$ cat src/rtl/infilt_pkg.sv
package infilt_pkg;

  localparam int unsigned ADDR_W = 3;

  typedef enum logic [ADDR_W-1:0] {
    ADR_FILT_ON  = 3'd0,
    ADR_FILT_OFF = 3'd1,
    ADR_DEB_SEL  = 3'd2,
    ADR_GLT_SEL  = 3'd3,
    ADR_DIVIDER  = 3'd4
  } regSel_e;

  // Single-cycle strobes from control to datapath
  typedef struct packed {
    logic enSet;
    logic enClr;
    logic debSet;
    logic debClr;
    logic debTick;
  } ctlStrobe_t;

endpackage

$ cat src/rtl/infilt_ctrl.sv
module infilt_ctrl
  import infilt_pkg::*;
#(
  parameter int unsigned PINS  = 32,
  parameter int unsigned DIV_W = 14
) (
  input  logic              clk,
  input  logic              rst_n,
  input  logic              slowTick,
  input  logic              wrEn,
  input  logic [ADDR_W-1:0] wrAddr,
  input  logic [PINS-1:0]   wrData,
  output ctlStrobe_t        strobe,
  output logic [PINS-1:0]   wrMask
);

  localparam int unsigned DIV_LSB_W = (DIV_W < PINS) ? DIV_W : PINS;

  logic [DIV_W-1:0] divReg;
  logic [DIV_W-1:0] divCnt;
  logic             divLoad;
  logic             tickNow;

  assign wrMask  = wrData;
  assign divLoad = wrEn && (wrAddr == ADR_DIVIDER);
  assign tickNow = slowTick && !divLoad && (divCnt == divReg);

  // Write decode into strobes
  always_comb begin
    strobe = '0;
    strobe.debTick = tickNow;
    if (wrEn) begin
      case (wrAddr)
        ADR_FILT_ON:  strobe.enSet  = 1'b1;
        ADR_FILT_OFF: strobe.enClr  = 1'b1;
        ADR_DEB_SEL:  strobe.debSet = 1'b1;
        ADR_GLT_SEL:  strobe.debClr = 1'b1;
        default:      ;
      endcase
    end
  end

  // Divider value register
  always_ff @(posedge clk or negedge rst_n) begin
    if (!rst_n) begin
      divReg <= '0;
    end else if (divLoad) begin
      divReg <= DIV_W'(wrData[DIV_LSB_W-1:0]);
    end
  end

  // Slow-pulse counter; restarts on every divider write
  always_ff @(posedge clk or negedge rst_n) begin
    if (!rst_n) begin
      divCnt <= '0;
    end else if (divLoad) begin
      divCnt <= '0;
    end else if (slowTick) begin
      if (divCnt == divReg) divCnt <= '0;
      else                  divCnt <= divCnt + 1'b1;
    end
  end


  cnt_bound_chk: assert property (@(posedge clk) disable iff (!rst_n)
    divCnt <= divReg);


  tick_spacing_chk: assert property (@(posedge clk) disable iff (!rst_n)
    (strobe.debTick && divReg != '0) |=> !strobe.debTick);


  div_restart_chk: assert property (@(posedge clk) disable iff (!rst_n)
    divLoad |=> (divCnt == '0));


  no_tick_on_load_chk: assert property (@(posedge clk) disable iff (!rst_n)
    divLoad |-> !strobe.debTick);

endmodule

$ cat src/rtl/infilt_lane.sv
module infilt_lane (
  input  logic clk,
  input  logic rst_n,
  input  logic padRaw,
  input  logic filtOn,
  input  logic debSel,
  input  logic debTick,
  output logic level
);

  logic syncA, syncB;
  logic gPrev, gOut;
  logic dPrev, dOut;

  // Two-flop synchronizer
  always_ff @(posedge clk or negedge rst_n) begin
    if (!rst_n) begin
      syncA <= 1'b0;
      syncB <= 1'b0;
    end else begin
      syncA <= padRaw;
      syncB <= syncA;
    end
  end

  // Glitch filter: needs two agreeing system-clock samples
  always_ff @(posedge clk or negedge rst_n) begin
    if (!rst_n) begin
      gPrev <= 1'b0;
      gOut  <= 1'b0;
    end else begin
      gPrev <= syncB;
      if (syncB == gPrev) gOut <= syncB;
    end
  end

  // Debounce filter: needs two agreeing divided-tick samples
  always_ff @(posedge clk or negedge rst_n) begin
    if (!rst_n) begin
      dPrev <= 1'b0;
      dOut  <= 1'b0;
    end else if (debTick) begin
      dPrev <= syncB;
      if (syncB == dPrev) dOut <= syncB;
    end
  end

  always_comb begin
    if (!filtOn)     level = syncB;
    else if (debSel) level = dOut;
    else             level = gOut;
  end


  glitch_settle_chk: assert property (@(posedge clk) disable iff (!rst_n)
    (gOut != $past(gOut)) |-> ($past(syncB) == $past(syncB, 2)));


  deb_tick_only_chk: assert property (@(posedge clk) disable iff (!rst_n)
    !debTick |=> $stable(dOut));

endmodule

$ cat src/rtl/infilt_datapath.sv
module infilt_datapath
  import infilt_pkg::*;
#(
  parameter int unsigned PINS = 32
) (
  input  logic            clk,
  input  logic            rst_n,
  input  logic [PINS-1:0] padIn,
  input  ctlStrobe_t      strobe,
  input  logic [PINS-1:0] wrMask,
  output logic [PINS-1:0] pinLevel
);

  logic [PINS-1:0] filtOn;
  logic [PINS-1:0] debSel;

  // Per-line configuration, mask-based set/clear
  always_ff @(posedge clk or negedge rst_n) begin
    if (!rst_n) begin
      filtOn <= '0;
      debSel <= '0;
    end else begin
      if (strobe.enSet)  filtOn <= filtOn | wrMask;
      if (strobe.enClr)  filtOn <= filtOn & ~wrMask;
      if (strobe.debSet) debSel <= debSel | wrMask;
      if (strobe.debClr) debSel <= debSel & ~wrMask;
    end
  end

  for (genvar i = 0; i < PINS; i++) begin : gLane
    infilt_lane lane_i (
      .clk    (clk),
      .rst_n  (rst_n),
      .padRaw (padIn[i]),
      .filtOn (filtOn[i]),
      .debSel (debSel[i]),
      .debTick(strobe.debTick),
      .level  (pinLevel[i])
    );
  end


  en_set_chk: assert property (@(posedge clk) disable iff (!rst_n)
    strobe.enSet |=> ((filtOn & $past(wrMask)) == $past(wrMask)));


  en_keep_chk: assert property (@(posedge clk) disable iff (!rst_n)
    strobe.enClr |=> ((filtOn & ~$past(wrMask)) == ($past(filtOn) & ~$past(wrMask))));


  sel_clr_chk: assert property (@(posedge clk) disable iff (!rst_n)
    strobe.debClr |=> ((debSel & $past(wrMask)) == '0));


  cfg_hold_chk: assert property (@(posedge clk) disable iff (!rst_n)
    !(strobe.enSet || strobe.enClr || strobe.debSet || strobe.debClr)
      |=> ($stable(filtOn) && $stable(debSel)));

endmodule

$ cat src/rtl/infilt_bank.sv
module infilt_bank
  import infilt_pkg::*;
#(
  parameter int unsigned PINS  = 32,
  parameter int unsigned DIV_W = 14
) (
  input  logic              clk,
  input  logic              rst_n,
  input  logic              slowTick,
  input  logic              wrEn,
  input  logic [ADDR_W-1:0] wrAddr,
  input  logic [PINS-1:0]   wrData,
  input  logic [PINS-1:0]   padIn,
  output logic [PINS-1:0]   pinLevel
);

  ctlStrobe_t      strobe;
  logic [PINS-1:0] wrMask;

  infilt_ctrl #(.PINS(PINS), .DIV_W(DIV_W)) ctrl_i (
    .clk     (clk),
    .rst_n   (rst_n),
    .slowTick(slowTick),
    .wrEn    (wrEn),
    .wrAddr  (wrAddr),
    .wrData  (wrData),
    .strobe  (strobe),
    .wrMask  (wrMask)
  );

  infilt_datapath #(.PINS(PINS)) dp_i (
    .clk     (clk),
    .rst_n   (rst_n),
    .padIn   (padIn),
    .strobe  (strobe),
    .wrMask  (wrMask),
    .pinLevel(pinLevel)
  );

endmodule

$ cat config.mk
export PLATFORM = sky130hd
export DESIGN_NAME = infilt_bank
export DESIGN_NICKNAME = d
export VERILOG_FILES = /design/src/rtl/infilt_pkg.sv /design/src/rtl/infilt_ctrl.sv /design/src/rtl/infilt_lane.sv /design/src/rtl/infilt_datapath.sv /design/src/rtl/infilt_bank.sv
export SDC_FILE = /design/constraint.sdc
export NUM_CORES = 1
export LEC_CHECK = 0
export ABC_CLOCK_PERIOD_IN_PS = 5900
export BUFFER_PORTS_ARGS = -buffer_cell sky130_fd_sc_hd__clkbuf_2
export CORE_MARGIN = 2
export CORE_UTILIZATION = 47
export CTS_CLUSTER_DIAMETER = 80
export DETAILED_ROUTE_END_ITERATION = 10
export GPL_TIMING_DRIVEN = 1
export PLACE_DENSITY = 0.64
export SYNTH_ARGS = -nofsm -noshare
export SYNTH_HDL_FRONTEND = slang
export SYNTH_SLANG_ARGS = --single-unit
export TNS_END_PERCENT = 100
$ cat constraint.sdc
create_clock -name clk -period 5.9 [get_ports clk]
set_input_delay 0.295 -clock clk [delete_from_list [all_inputs] [get_ports clk]]
set_output_delay 0.295 -clock clk [all_outputs]
set_load 0.05 [all_outputs]
# == Word level (Yosys, flattened, before mapping) ==
# Cells that the tools add are included.
# totals
ff_bits,284
input_bits,71
output_inout_bits,32
# classes
n_addsub,1
n_eq_ne,69
n_mux,76
n_bitwise,5
reduce_logical,40
# ops
operator,count
$mux 32,4
$mux 1,68
$and 32x32->32,2
$eq 1x1->1,64
$or 32x32->32,2
$reduce_and 2->1,32
$mux 14,3
$not 32->32,1
$add 14x1->14 const B,1
$eq 14x14->1,1
$eq 3x2->1 const B,2
$reduce_bool 2->1,3
$mux 4,1
$eq 3x1->1 const B,1
$eq 3x3->1 const B,1
$logic_and 1x1->1,3
$logic_not 3->1,1
$logic_not 1->1,1

# == Logic depth before layout (Yosys ltp) ==
# logic_depth
word_depth,6
mapped_depth,8

# == Hierarchy ==
# From an unflattened synthesis, not the netlist that was laid out.
# hier_totals
hier_cells,828
area_unflattened_um2,10989.3
# by_module_without_submodules
mod,instances,cells_per_inst,area_per_inst_um2,seq_area_each_um2
infilt_lane,32,14,214.0,150.1
infilt_datapath,1,204,2339.7,1601.5
infilt_ctrl,1,176,1803.0,700.7

# == Worst setup path after synthesis ==
# OpenSTA, ideal clock, no wires.
# synth_timing
path_kind,register to register
start,reg ctrl_i.divCnt[4]
end,reg dp_i.gLane[0].lane_i.dPrev
setup_time_ps,125
arrival_time_ps,1931
required_ps,5775
slack_ps,3844
stages_incl_launch_ff,9
path_buffers,3
cell_sequence,dfrtp_1 -> buf_6 -> xor2_1 -> nor4_2 -> nand4_2 -> or2_1 -> buf_6 -> buf_6 -> mux2_4
# synth_between
elab_chain_cells,2
# synth_rtl
item,line,text
from (decl),infilt_ctrl.sv:20,logic [DIV_W-1:0] divCnt;
from (signal assigned),infilt_ctrl.sv:60,else divCnt <= divCnt + 1'b1;
$eq 14x14->1,infilt_ctrl.sv:26,assign tickNow = slowTick && !divLoad && (divCnt == divReg);
$logic_and 1x1->1,infilt_ctrl.sv:26,
to (signal assigned),infilt_lane.sv:43,dPrev <= syncB;
to (decl),infilt_lane.sv:13,"logic dPrev, dOut;"
# Every way passes these cells.
# A chain may end at the register's enable or synchronous reset.

# == Worst setup path after layout ==
# layout_timing
start,reg ctrl_i.divCnt[4]
end,reg dp_i.gLane[28].lane_i.dPrev
# layout_between
elab_chain_cells,2
# layout_rtl
item,line
$eq 14x14->1,infilt_ctrl.sv:26
$logic_and 1x1->1,infilt_ctrl.sv:26
to (signal assigned),infilt_lane.sv:43
to (decl),infilt_lane.sv:13
# Every way passes these cells.

==> metrics.cfg <==
[final_layout]
drive_gt1_share_pct=19.26
n_antenna_cell=0
final_cells=1394
nNetsFinal=1126
final_core_utilization_pct=56.06
syn_to_final_growth_pct=17.11

[critical_path]
critical_path.max_stage_delay_ns=0.59
required_ns=6.32
cp.arrival_ns=3.57
cp_slowest_cell=or2_4
critical_path.cell_chain=xor2_1 -> nor4_2 -> nand4_2 -> buf_4 -> or2_4 -> mux2_4
cp-start-kind=flop
end_kind=flop
worst-setup-path-type=flop to flop
crit_fanout=64
path_buf_inv=1
cp_top_family=simple AND/OR/NAND/NOR gates
rrSetupSlack_ns=2.75

[synth]
syn_avg_cell_area_um2=11.82
synth.distinct_cells=33
syn_area_um2=11200
yosysTopAreaCell=dfrtp_1
synth-edff-count=0
ys_top_cells_by_count=284 x dfrtp_1, 174 x nand2_1, 132 x o21ai_0, 48 x nor2_1, 40 x mux2i_1
synth_simple_gate_area_share_pct=9.773
synth_area_leaders=dfrtp_1 63%, o21ai_0 5.9%, nand2_1 5.8%, mux2_4 3.8%, mux2i_1 3.6%
synth-xor-area-share_pct=1.095
yosysTopAreaCellShare_pct=63.44
synthFlopType=dfrtp_1
async_flop_share_pct=100.0
synthMuxAreaShare_pct=9.137
synthesis.nets=1020
synth.most_common_cell=dfrtp_1
synth_top_family_by_area=simple AND/OR/NAND/NOR gates
synth_compound_area_share_pct=9.684
synth_cells=948
yosysWarnings=0
ys_seq_area_share_pct=63.44
synth_adder_area_share_pct=2.971
ys_ff_latch=284

[power_and_ir_drop]
ir_drop_mv=0.2483
leakagePower_nw=5.830
power_density_nw_per_um2=369.0

[job]
drv_cap=0

[global_routing]
grt_pass1_vias=6891
gr-usage-all-layers_pct=17.44
antenna_found_initial=0
overflow=0
grt_max_degree=118
grt_pass1_wl_mm=35.16

[timing]
hold_viol=0
period_share_pct=53.42
max_freq_mhz=317.3
finClkSkew_ns=0.009961
tns_ns=0
setup_viol=0
worst_pin_slew_ns=1.001
period_needed_ns=3.152
rsz0062_at_grt=no
slew_violations=0
slew_headroom_pct=33.25

[floorplan]
die_w_um=158.4
core-area_um2=23400
initial_core_util_pct=47.87
dieHeight_um=158.4
rows=56
die_area_um2=25080
io_pins=103

[outcome]
status=completed

[route]
ant_nets=0
drt_first_pass_iters=5
via_per_inst=5.062
wl_mm=21.06
drtIter0Drc=358
vias=7056
drc=0
routedWlPerCell_um=15.11

[place]
dpl.cell_count=1305
port-buffer-count=102
place_congestion=0.7585
hpwl_mm=12.68

[cts]
path_clk_slew_ns=0.06
numCtsBuffers=30
cts_sinks=284
clockBufferDepth=3
clk_latency_ns=0.54
cts_tree=built
cts_max_level=1
post_cts_buffers=0
cts_root_buffer=clkbuf_16

[hold_path]
hold_path_class=input port to flop

[cells in the final DEF, fill, tap and decap left out, types with 2 or more instances in the layout]
master         count
nor2_1            48
nand2_1          174
mux2i_1           40
clkinv_2           2
nor4_2             3
inv_1              2
a21oi_1           35
clkbuf_2         101
o21ai_0          132
dlygate4sd3_1     36
clkbuf_16         31
buf_4              5
nor4_1            11
dfrtp_1          284
nand3_1            8
clkbuf_1           9
maj3_1            32
and3_1             2
inv_8              2
mux2_2            18
mux2_4            28
o211ai_1          32
clkbuf_8           8
xor2_1            14
and4_1             2
[repair_timing]
item                      CTS  global route
hold buffers               36             0
resized for setup           0             0
hold endpoints to repair  145             0
[power by group]
| group | internal, mW | total, mW | switching, mW | leakage, nW |
|---|---|---|---|---|
| clock | 1.11 | 1.85 | 0.745 | 0.484 |
| sequential | 2.17 | 2.34 | 0.168 | 3.37 |
| combinational | 0.273 | 0.646 | 0.373 | 1.98 |
| total | 3.55 | 4.84 | 1.29 | 5.83 |
[metrics by stage]
stage               area [um^2]  worst slack (ns)  power [mW]  hold WS [ns]
floorplan                 11200             3.844       2.863    -0.0005911
global placement          11780             2.248       2.990        0.3316
detailed placement        11780             2.210       3.011        0.3347
CTS                       13120             2.710       4.892     0.0001894
global route              13120             2.586       5.071       0.02255
finish                    13120             2.748       4.841       0.01695
[cell families (layout without fill, tap and decap cells)]
logic type,Yosys count,after routing
flip-flops,284,284
AND/OR/NAND/NOR,259,259
AO/OA/AOI/OAI,200,200
multiplexers,86,86
buffers and inverters,72,199
adder cells (fa/ha/maj),33,33
XOR/XNOR,14,14
[per-layer routing]
| metal | wire (um) | vias up | track usage (%) |
|---|---|---|---|
| met5 | 0 | - | 0 |
| met4 | 320 | 0 | 3.947 |
| met3 | 870 | 26 | 2.940 |
| met2 | 9628 | 113 | 27.14 |
| met1 | 10240 | 3464 | 25.89 |
| li1 | - | 3453 | - |
[final timing paths]
| path | from | end | depth (start not counted) |
|---|---|---|---|
| max in group asynchronous | rst_n | dp_i.gLane[30].lane_i.gPrev$_DFF_PN0_ | 3 |
| setup reg to reg | ctrl_i.divCnt[4]$_DFFE_PN0P_ | dp_i.gLane[28].lane_i.dPrev$_DFFE_PN0P_ | 6 |
| hold reg to reg | dp_i.gLane[10].lane_i.syncA$_DFF_PN0_ | dp_i.gLane[10].lane_i.syncB$_DFF_PN0_ | 0 |
| setup / recovery | ctrl_i.divCnt[4]$_DFFE_PN0P_ | dp_i.gLane[28].lane_i.dPrev$_DFFE_PN0P_ | 6 |
| min in group asynchronous | rst_n | dp_i.gLane[14].lane_i.gOut$_DFFE_PN0N_ | 2 |
| hold / removal | wrData[19] | flop | 3 |
[worst register-to-register path: cells and delay by family, from the launching register on]
family / cells / cell delay (ns)
xor gates and xnor gates: 1 / 0.21
buffers and inverters: 1 / 0.46
DFF: 1 / 0.47
muxes: 1 / 0.44
and+or+nand+nor: 3 / 1.46
[final cells by class]
cell class	instances	area, um^2
clock buffer	48	919.6
inverter	2	7.507
tap	319	399.1
sequential	284	7107
multi-input combinational	592	3685
fill	2016	10280
clock inverter	5	62.56
timing repair buffer	144	938.4
No activity file was read; power rests on OpenSTA's default activity.
